$ cat config.mk
export PLATFORM = sky130hd
export DESIGN_NAME = gate_train_seq
export DESIGN_NICKNAME = d
export VERILOG_FILES = /design/src/rtl/gt_pkg.sv /design/src/rtl/gt_wait_timer.sv /design/src/rtl/gt_ref_counter.sv /design/src/rtl/gt_ctrl.sv /design/src/rtl/gate_train_seq.sv
export SDC_FILE = /design/constraint.sdc
export NUM_CORES = 1
export LEC_CHECK = 0
export ABC_AREA = 0
export BUFFER_PORTS_ARGS = -buffer_cell sky130_fd_sc_hd__buf_2
export CAP_MARGIN = 20
export CELL_PAD_IN_SITES_DETAIL_PLACEMENT = 1
export CELL_PAD_IN_SITES_GLOBAL_PLACEMENT = 2
export CORE_ASPECT_RATIO = 0.5
export CORE_UTILIZATION = 34
export CTS_CLUSTER_DIAMETER = 40
export DETAILED_ROUTE_END_ITERATION = 8
export PLACE_DENSITY = 0.93
export SLEW_MARGIN = 20
export SYNTH_ARGS = -nofsm -noshare
export SYNTH_HDL_FRONTEND = slang
export SYNTH_SLANG_ARGS = --single-unit
$ cat constraint.sdc
create_clock -name clk -period 2.9 [get_ports clk]
set_clock_uncertainty 0.15 [all_clocks]
set_input_delay 0.435 -clock clk [delete_from_list [all_inputs] [get_ports clk]]
set_output_delay 0.435 -clock clk [all_outputs]
set_load 0.02 [all_outputs]
$ cat src/rtl/gt_pkg.sv
package gt_pkg;
  typedef enum logic [3:0] {
    ST_IDLE,
    ST_ZERO,
    ST_CALGO,
    ST_WAIT,
    ST_STOP,
    ST_REFREQ,
    ST_REFGAP,
    ST_RESTORE,
    ST_FIN
  } gt_state_e;

  localparam logic [1:0] CTL_CAL_START = 2'b01;
  localparam logic [1:0] CTL_NO_CAL    = 2'b00;
  localparam logic [1:0] STAT_BOTH     = 2'b11;
endpackage

$ cat src/rtl/gt_wait_timer.sv
module gt_wait_timer #(
  parameter int TO_W = 16
) (
  input  logic            clk,
  input  logic            rst_n,
  input  logic            run_i,
  input  logic [TO_W-1:0] limit_i,
  output logic            expired_o
);
  logic [TO_W-1:0] cnt_q, cnt_d;

  always_comb begin
    if (run_i) cnt_d = cnt_q + 1'b1;
    else       cnt_d = '0;
  end

  always_ff @(posedge clk or negedge rst_n) begin
    if (!rst_n) cnt_q <= '0;
    else        cnt_q <= cnt_d;
  end

  assign expired_o = run_i && (cnt_q == limit_i);

  // the wait never runs past the programmed limit
  assert_count_bound_R7: assert property (@(posedge clk) disable iff (!rst_n)
    run_i |-> (cnt_q <= limit_i));
endmodule

$ cat src/rtl/gt_ref_counter.sv
module gt_ref_counter #(
  parameter int NUM_REF = 3
) (
  input  logic clk,
  input  logic rst_n,
  input  logic clr_i,
  input  logic inc_i,
  output logic last_o
);
  localparam int CW = $clog2(NUM_REF + 1);

  logic [CW-1:0] cnt_q, cnt_d;

  always_comb begin
    cnt_d = cnt_q;
    if (clr_i)      cnt_d = '0;
    else if (inc_i) cnt_d = cnt_q + 1'b1;
  end

  always_ff @(posedge clk or negedge rst_n) begin
    if (!rst_n) cnt_q <= '0;
    else        cnt_q <= cnt_d;
  end

  assign last_o = (cnt_q == CW'(NUM_REF));

  assert_ref_cnt_max_R5: assert property (@(posedge clk) disable iff (!rst_n)
    cnt_q <= CW'(NUM_REF));
endmodule

$ cat src/rtl/gt_ctrl.sv
module gt_ctrl
  import gt_pkg::*;
#(
  parameter int RFI_W = 16
) (
  input  logic             clk,
  input  logic             rst_n,
  input  logic             start_i,
  input  logic [1:0]       cal_stat_i,
  input  logic             ref_ack_i,
  input  logic [RFI_W-1:0] rfi_rdata_i,
  input  logic             tmo_i,
  input  logic             burst_last_i,
  output logic             busy_o,
  output logic             done_o,
  output logic             err_o,
  output logic             rfi_we_o,
  output logic [RFI_W-1:0] rfi_wdata_o,
  output logic             cal_ctrl_we_o,
  output logic [1:0]       cal_ctrl_o,
  output logic             ref_req_o,
  output logic             wait_run_o,
  output logic             cnt_clr_o,
  output logic             cnt_inc_o
);
  gt_state_e        state_q, state_d;
  logic [RFI_W-1:0] saved_q;
  logic             err_q, err_d;
  logic             save_en;
  logic             cal_both;

  assign cal_both = (cal_stat_i == STAT_BOTH);
  assign save_en  = (state_q == ST_IDLE) && start_i;

  always_comb begin
    state_d = state_q;
    err_d   = err_q;
    unique case (state_q)
      ST_IDLE:    if (start_i) begin state_d = ST_ZERO; err_d = 1'b0; end
      ST_ZERO:    state_d = ST_CALGO;
      ST_CALGO:   state_d = ST_WAIT;
      ST_WAIT: begin
        if (cal_both)   state_d = ST_STOP;
        else if (tmo_i) begin state_d = ST_STOP; err_d = 1'b1; end
      end
      ST_STOP:    state_d = ST_REFREQ;
      ST_REFREQ:  if (ref_ack_i) state_d = ST_REFGAP;
      ST_REFGAP:  state_d = burst_last_i ? ST_RESTORE : ST_REFREQ;
      ST_RESTORE: state_d = ST_FIN;
      ST_FIN:     state_d = ST_IDLE;
      default:    state_d = ST_IDLE;
    endcase
  end

  always_ff @(posedge clk or negedge rst_n) begin
    if (!rst_n) begin
      state_q <= ST_IDLE;
      err_q   <= 1'b0;
    end else begin
      state_q <= state_d;
      err_q   <= err_d;
    end
  end

  always_ff @(posedge clk or negedge rst_n) begin
    if (!rst_n)       saved_q <= '0;
    else if (save_en) saved_q <= rfi_rdata_i;
  end

  always_comb begin
    rfi_we_o      = 1'b0;
    rfi_wdata_o   = '0;
    cal_ctrl_we_o = 1'b0;
    cal_ctrl_o    = CTL_NO_CAL;
    case (state_q)
      ST_ZERO:    rfi_we_o = 1'b1;
      ST_CALGO:   begin cal_ctrl_we_o = 1'b1; cal_ctrl_o = CTL_CAL_START; end
      ST_STOP:    cal_ctrl_we_o = 1'b1;
      ST_RESTORE: begin rfi_we_o = 1'b1; rfi_wdata_o = saved_q; end
      default: ;
    endcase
  end

  assign busy_o     = (state_q != ST_IDLE);
  assign done_o     = (state_q == ST_FIN);
  assign err_o      = err_q;
  assign ref_req_o  = (state_q == ST_REFREQ);
  assign wait_run_o = (state_q == ST_WAIT);
  assign cnt_clr_o  = (state_q == ST_STOP);
  assign cnt_inc_o  = (state_q == ST_REFREQ) && ref_ack_i;

  assert_cal_after_zero_R2: assert property (@(posedge clk) disable iff (!rst_n)
    (cal_ctrl_we_o && cal_ctrl_o == CTL_CAL_START) |->
      ($past(rfi_we_o) && $past(rfi_wdata_o) == '0));

  assert_stop_after_both_R4: assert property (@(posedge clk) disable iff (!rst_n)
    (wait_run_o && cal_stat_i == STAT_BOTH) |=>
      (cal_ctrl_we_o && cal_ctrl_o == CTL_NO_CAL));

  assert_req_held_R5: assert property (@(posedge clk) disable iff (!rst_n)
    (ref_req_o && !ref_ack_i) |=> ref_req_o);

  assert_restore_after_burst_R6: assert property (@(posedge clk) disable iff (!rst_n)
    (state_q == ST_RESTORE) |-> burst_last_i);

  assert_done_pulse_R8: assert property (@(posedge clk) disable iff (!rst_n)
    done_o |=> !done_o);

  assert_busy_until_done_R9: assert property (@(posedge clk) disable iff (!rst_n)
    (busy_o && !done_o) |=> busy_o);
endmodule

$ cat src/rtl/gate_train_seq.sv
module gate_train_seq #(
  parameter int RFI_W   = 16,
  parameter int TO_W    = 16,
  parameter int NUM_REF = 3
) (
  input  logic             clk,
  input  logic             rst_n,
  input  logic             start_i,
  input  logic [TO_W-1:0]  tmo_limit_i,
  output logic             busy_o,
  output logic             done_o,
  output logic             err_o,
  input  logic [RFI_W-1:0] rfi_rdata_i,
  output logic             rfi_we_o,
  output logic [RFI_W-1:0] rfi_wdata_o,
  output logic             cal_ctrl_we_o,
  output logic [1:0]       cal_ctrl_o,
  input  logic [1:0]       cal_stat_i,
  output logic             ref_req_o,
  input  logic             ref_ack_i
);
  logic wait_run, tmo, cnt_clr, cnt_inc, burst_last;

  gt_ctrl #(.RFI_W(RFI_W)) u_ctrl (
    .clk           (clk),
    .rst_n         (rst_n),
    .start_i       (start_i),
    .cal_stat_i    (cal_stat_i),
    .ref_ack_i     (ref_ack_i),
    .rfi_rdata_i   (rfi_rdata_i),
    .tmo_i         (tmo),
    .burst_last_i  (burst_last),
    .busy_o        (busy_o),
    .done_o        (done_o),
    .err_o         (err_o),
    .rfi_we_o      (rfi_we_o),
    .rfi_wdata_o   (rfi_wdata_o),
    .cal_ctrl_we_o (cal_ctrl_we_o),
    .cal_ctrl_o    (cal_ctrl_o),
    .ref_req_o     (ref_req_o),
    .wait_run_o    (wait_run),
    .cnt_clr_o     (cnt_clr),
    .cnt_inc_o     (cnt_inc)
  );

  gt_wait_timer #(.TO_W(TO_W)) u_timer (
    .clk       (clk),
    .rst_n     (rst_n),
    .run_i     (wait_run),
    .limit_i   (tmo_limit_i),
    .expired_o (tmo)
  );

  gt_ref_counter #(.NUM_REF(NUM_REF)) u_refcnt (
    .clk    (clk),
    .rst_n  (rst_n),
    .clr_i  (cnt_clr),
    .inc_i  (cnt_inc),
    .last_o (burst_last)
  );
endmodule

==> results summary <==
The die height came out at 58.4 µm. The total wire length is 4940 µm. In this run, distinct cell masters in the synthesized netlist total 37. The hold buffer count at cts is 0. The total count of max-transition violations in the final report is 0. The routed design could run at a clock period as short as 2300 ps. The tree is rooted in a sky130_fd_sc_hd__clkbuf_16. The worst-case IR drop observed on VDD is 0.000305 V.

The global route total overflow is 0. The worst hold slack came out at 133 ps. The final count of hold timing violations is 0. The floorplan row count came out at 20. The relative contribution of combinational cells to total power is 0.358. The DRC marker count from the first detailed-route iteration is 58. The net count after synthesis is 243. The Yosys step of the flow raised 0 warnings. The final layout contains slightly below 300 nets. Of all nets on the critical path, the largest fanout is 17.

The summed area of non-filler cells in the final layout is roughly 2600 µm². The global routing usage summed across all routing layers came out at 0.157. The capture instance of the worst register-to-register path is u_ctrl.state_q[2].

The data arrival time at the worst-slack endpoint is 1710 ps. Timing analysis after detailed placement gives a worst setup slack of 900 ps. The number of violations of the max-capacitance limit came out at 0. In this run the standard cell core region covers 6110 µm².

After clock tree synthesis, the clock-pin slew on the worst setup and hold paths is roughly 60 ps. For the worst-skew pair, the clock arrives at the later sink with an insertion delay of about 270 ps. The worst setup path startpoint is u_ctrl.state_q[2]. The tree built by TritonCTS fans out to 39 sinks. The half-perimeter wire length of the detailed placement result is 3560 µm. The number of top-level design ports came out at 62. The path depth of the worst reg2reg path came out at 4.

The placed standard-cell area came out at 2480 µm². Counting the buffers created by CTS gives 5. The synthesized area per cell is 10.6 µm². Synthesis produced a netlist whose cell count is 203. The floorplan step defined a die boundary enclosing between 6000 and 7000 µm². The detailed-router iteration count before antenna repair came out at 4.

The placer's final routability congestion estimate is 0.769. The register-to-register setup slack came out at 1030 ps. The via count of the first global-routing pass is between 1500 and 2000. The overall via count from detail_route is 1631. In this run, synthesis produced a sequential element count of 39. The worst-case headroom to the max-slew limit came out at 0.409. Of the total power, registers draw 0.401. The initial antenna violation count came to 0. The number of antenna diodes in the final layout is 0. The area growth from synthesis to layout is 21.1%. The worst setup path is launched from a register. The total setup buffers inserted after CTS came out at 0.

The average via count per standard cell came out at between 4 and 5. The pin count of the biggest net entering global routing is 40. The switching share of total power came out at 0.344. The achievable clock frequency is around 0.44 GHz. In this run the number of H-tree levels came out at 2. In this run the deepest clock path goes through 2 buffers.

The final routed DRC violation total is 0. The width of the chip came out at 115 µm. The measured slew at the worst slew-check pin is 887 ps. The starting density of the core is 0.354. The net switching power is 0.000740 W. The cell-internal power came out at 0.00141 W. The path class of the tightest hold or removal check is input pin to async pin. In the finished design, the share of the clock period the worst path needs comes to 0.793. The post-synthesis sequential area ratio came out at 0.452. STA classifies the critical path endpoint as an output port. TritonCTS built the clock tree. The beginning of the worst register-to-register path is u_ctrl.state_q[1]. The share of layout cells above drive strength 1 came out at 0.344. The synthesized cell area is 2160 µm². The final-layout setup total negative slack came out at 0 ps. The clock group share of total power is 0.241. The count of buffers inserted at the top-level ports came out at 60. The critical path in this run is classified as register to output port. The run finished with clean final reports. Across all setup checks in the final design, the least slack found is ~600 ps. Dividing total power by cell area gives a power density of 824 nW/µm². The analysis attributes to cell leakage a power of 1.19 nW. The required time reported for the critical path endpoint is 2320 ps. The first global-routing pass estimated 7990 µm of wire. Summing internal, switching and leakage power gives 0.00215 W. The count of nets left with antenna violations once routing finished came out at 0.

The final number of setup-violating endpoints came out at 0. In the final routed layout, each cell accounts on average for 14.2 µm. Setup repair after global routing left no endpoint under its margin. After clock tree synthesis, the repair step resized 0 gates.
==> synthesized netlist by cell type (all sizes together) <==
master / n / area [µm²]
nand4: 7 / 50.1
a21oi: 5 / 25.0
nor4b: 1 / 8.76
dfrtp: 39 / 976
nand3: 5 / 25.0
o21ai: 6 / 30.0
a21o: 1 / 7.51
o22ai: 3 / 18.8
xor2: 2 / 17.5
or3b: 1 / 8.76
mux2i: 1 / 10.0
a22o: 2 / 17.5
buf: 11 / 90.1
nor4: 6 / 58.8
clkbuf: 2 / 8.75
xnor2: 27 / 236
mux2: 16 / 214
nor3b: 1 / 7.51
conb: 1 / 3.75
ha: 2 / 25.0
nor2: 19 / 71.3
o22a: 1 / 8.76
o21a: 1 / 7.51
or3: 4 / 30.0
nor3: 7 / 35.0
inv: 7 / 26.3
and2: 16 / 100
nand2: 9 / 41.3
==> worst max-delay path, stage by stage, from the launching register on <==
cell	delay [ps]
sky130_fd_sc_hd__dfrtp_1	540
sky130_fd_sc_hd__inv_1	160
sky130_fd_sc_hd__nor3_1	200
sky130_fd_sc_hd__buf_4	220
sky130_fd_sc_hd__and2_1	150
sky130_fd_sc_hd__buf_2	160
==> worst max path at each step <==
stage                      end  slack, ps  depth (start not counted)
2_1_floorplan  rfi_wdata_o[10]        920                          4
3_3_place_gp    rfi_wdata_o[5]        960                          5
3_5_place_dp    rfi_wdata_o[2]        900                          5
4_1_cts         rfi_wdata_o[2]        580                          5
5_1_grt         rfi_wdata_o[2]        480                          5
6_report        rfi_wdata_o[2]        600                          5
==> cell usage in the layout (no fill, tap or decap), types with 2 or more instances in the layout <==
master                      synthesis  routed
sky130_fd_sc_hd__a21oi_1            5       5
sky130_fd_sc_hd__clkbuf_16          0       5
sky130_fd_sc_hd__nand2_1            8       8
sky130_fd_sc_hd__xor2_1             2       2
sky130_fd_sc_hd__o22ai_1            3       3
sky130_fd_sc_hd__nand4_1            6       6
sky130_fd_sc_hd__nand3_1            5       5
sky130_fd_sc_hd__nor2_1            19      19
sky130_fd_sc_hd__dfrtp_1           39      39
sky130_fd_sc_hd__mux2_2             7       7
sky130_fd_sc_hd__mux2_4             9       9
sky130_fd_sc_hd__xnor2_1           27      27
sky130_fd_sc_hd__ha_1               2       2
sky130_fd_sc_hd__buf_2              3      60
sky130_fd_sc_hd__and2_1            16      16
sky130_fd_sc_hd__a22o_1             2       2
sky130_fd_sc_hd__clkbuf_1           1       2
sky130_fd_sc_hd__nor4_1             4       4
sky130_fd_sc_hd__nor3_1             7       7
sky130_fd_sc_hd__o21ai_0            6       6
sky130_fd_sc_hd__or3_1              3       3
sky130_fd_sc_hd__inv_1              7       7
==> power by group through the flow <==
stage | Sequential (W) | Combinational, W | Clock (W)
3_5_place_dp | 0.000872 | 0.000787 | 0
5_1_grt | 0.000894 | 0.000852 | 0.000557
2_1_floorplan | 0.000776 | 0.000703 | 0
6_report | 0.000863 | 0.000772 | 0.000520
3_3_place_gp | 0.000859 | 0.000754 | 0
4_1_cts | 0.000867 | 0.000792 | 0.000536
==> per-stage QoR <==
| stage | utilization | instances |
|---|---|---|
| after global placement | 0.406 | 339 |
| after global routing | 0.428 | 347 |
| after CTS | 0.428 | 347 |
| final | 0.428 | 347 |
| after floorplan | - | 203 |
| after detailed placement | 0.406 | 339 |
==> sequential cells by signal (all words and copies together), names as in the netlist <==
register	cells
u_timer.cnt_q	16
u_refcnt.cnt_q	2
u_ctrl.state_q	4
u_ctrl.err_o	1
u_ctrl.saved_q	16
==> layer usage <==
layer  track usage  up-vias  routed length, µm
li1              -      798                  -
met1         0.194      800               2270
met2         0.278       31               2500
met3        0.0350        2                152
met4        0.0501        0                 17
met5             0        -                  0
==> cell type report <==
cell class,instances,area (µm²)
Clock buffer,7,133
Clock inverter,1,5.00
Fill cell,715,3490
Inverter,7,26.3
Multi-Input combinational cell,144,1060
Sequential cell,39,976
Tap cell,88,110
Timing Repair Buffer,61,308
==> kinds of logic after synthesis <==
group / Yosys count / share of synthesized area
AO/OA/AOI/OAI: 19 / 0.0533
buffers and inverters: 20 / 0.0579
AND/OR/NAND/NOR: 76 / 0.202
multiplexers: 17 / 0.104
XOR/XNOR: 29 / 0.118
other: 1 / 0.00174
flip-flops: 39 / 0.452
adder cells (fa/ha/maj): 2 / 0.0116
No activity file was read; power rests on OpenSTA's default activity.
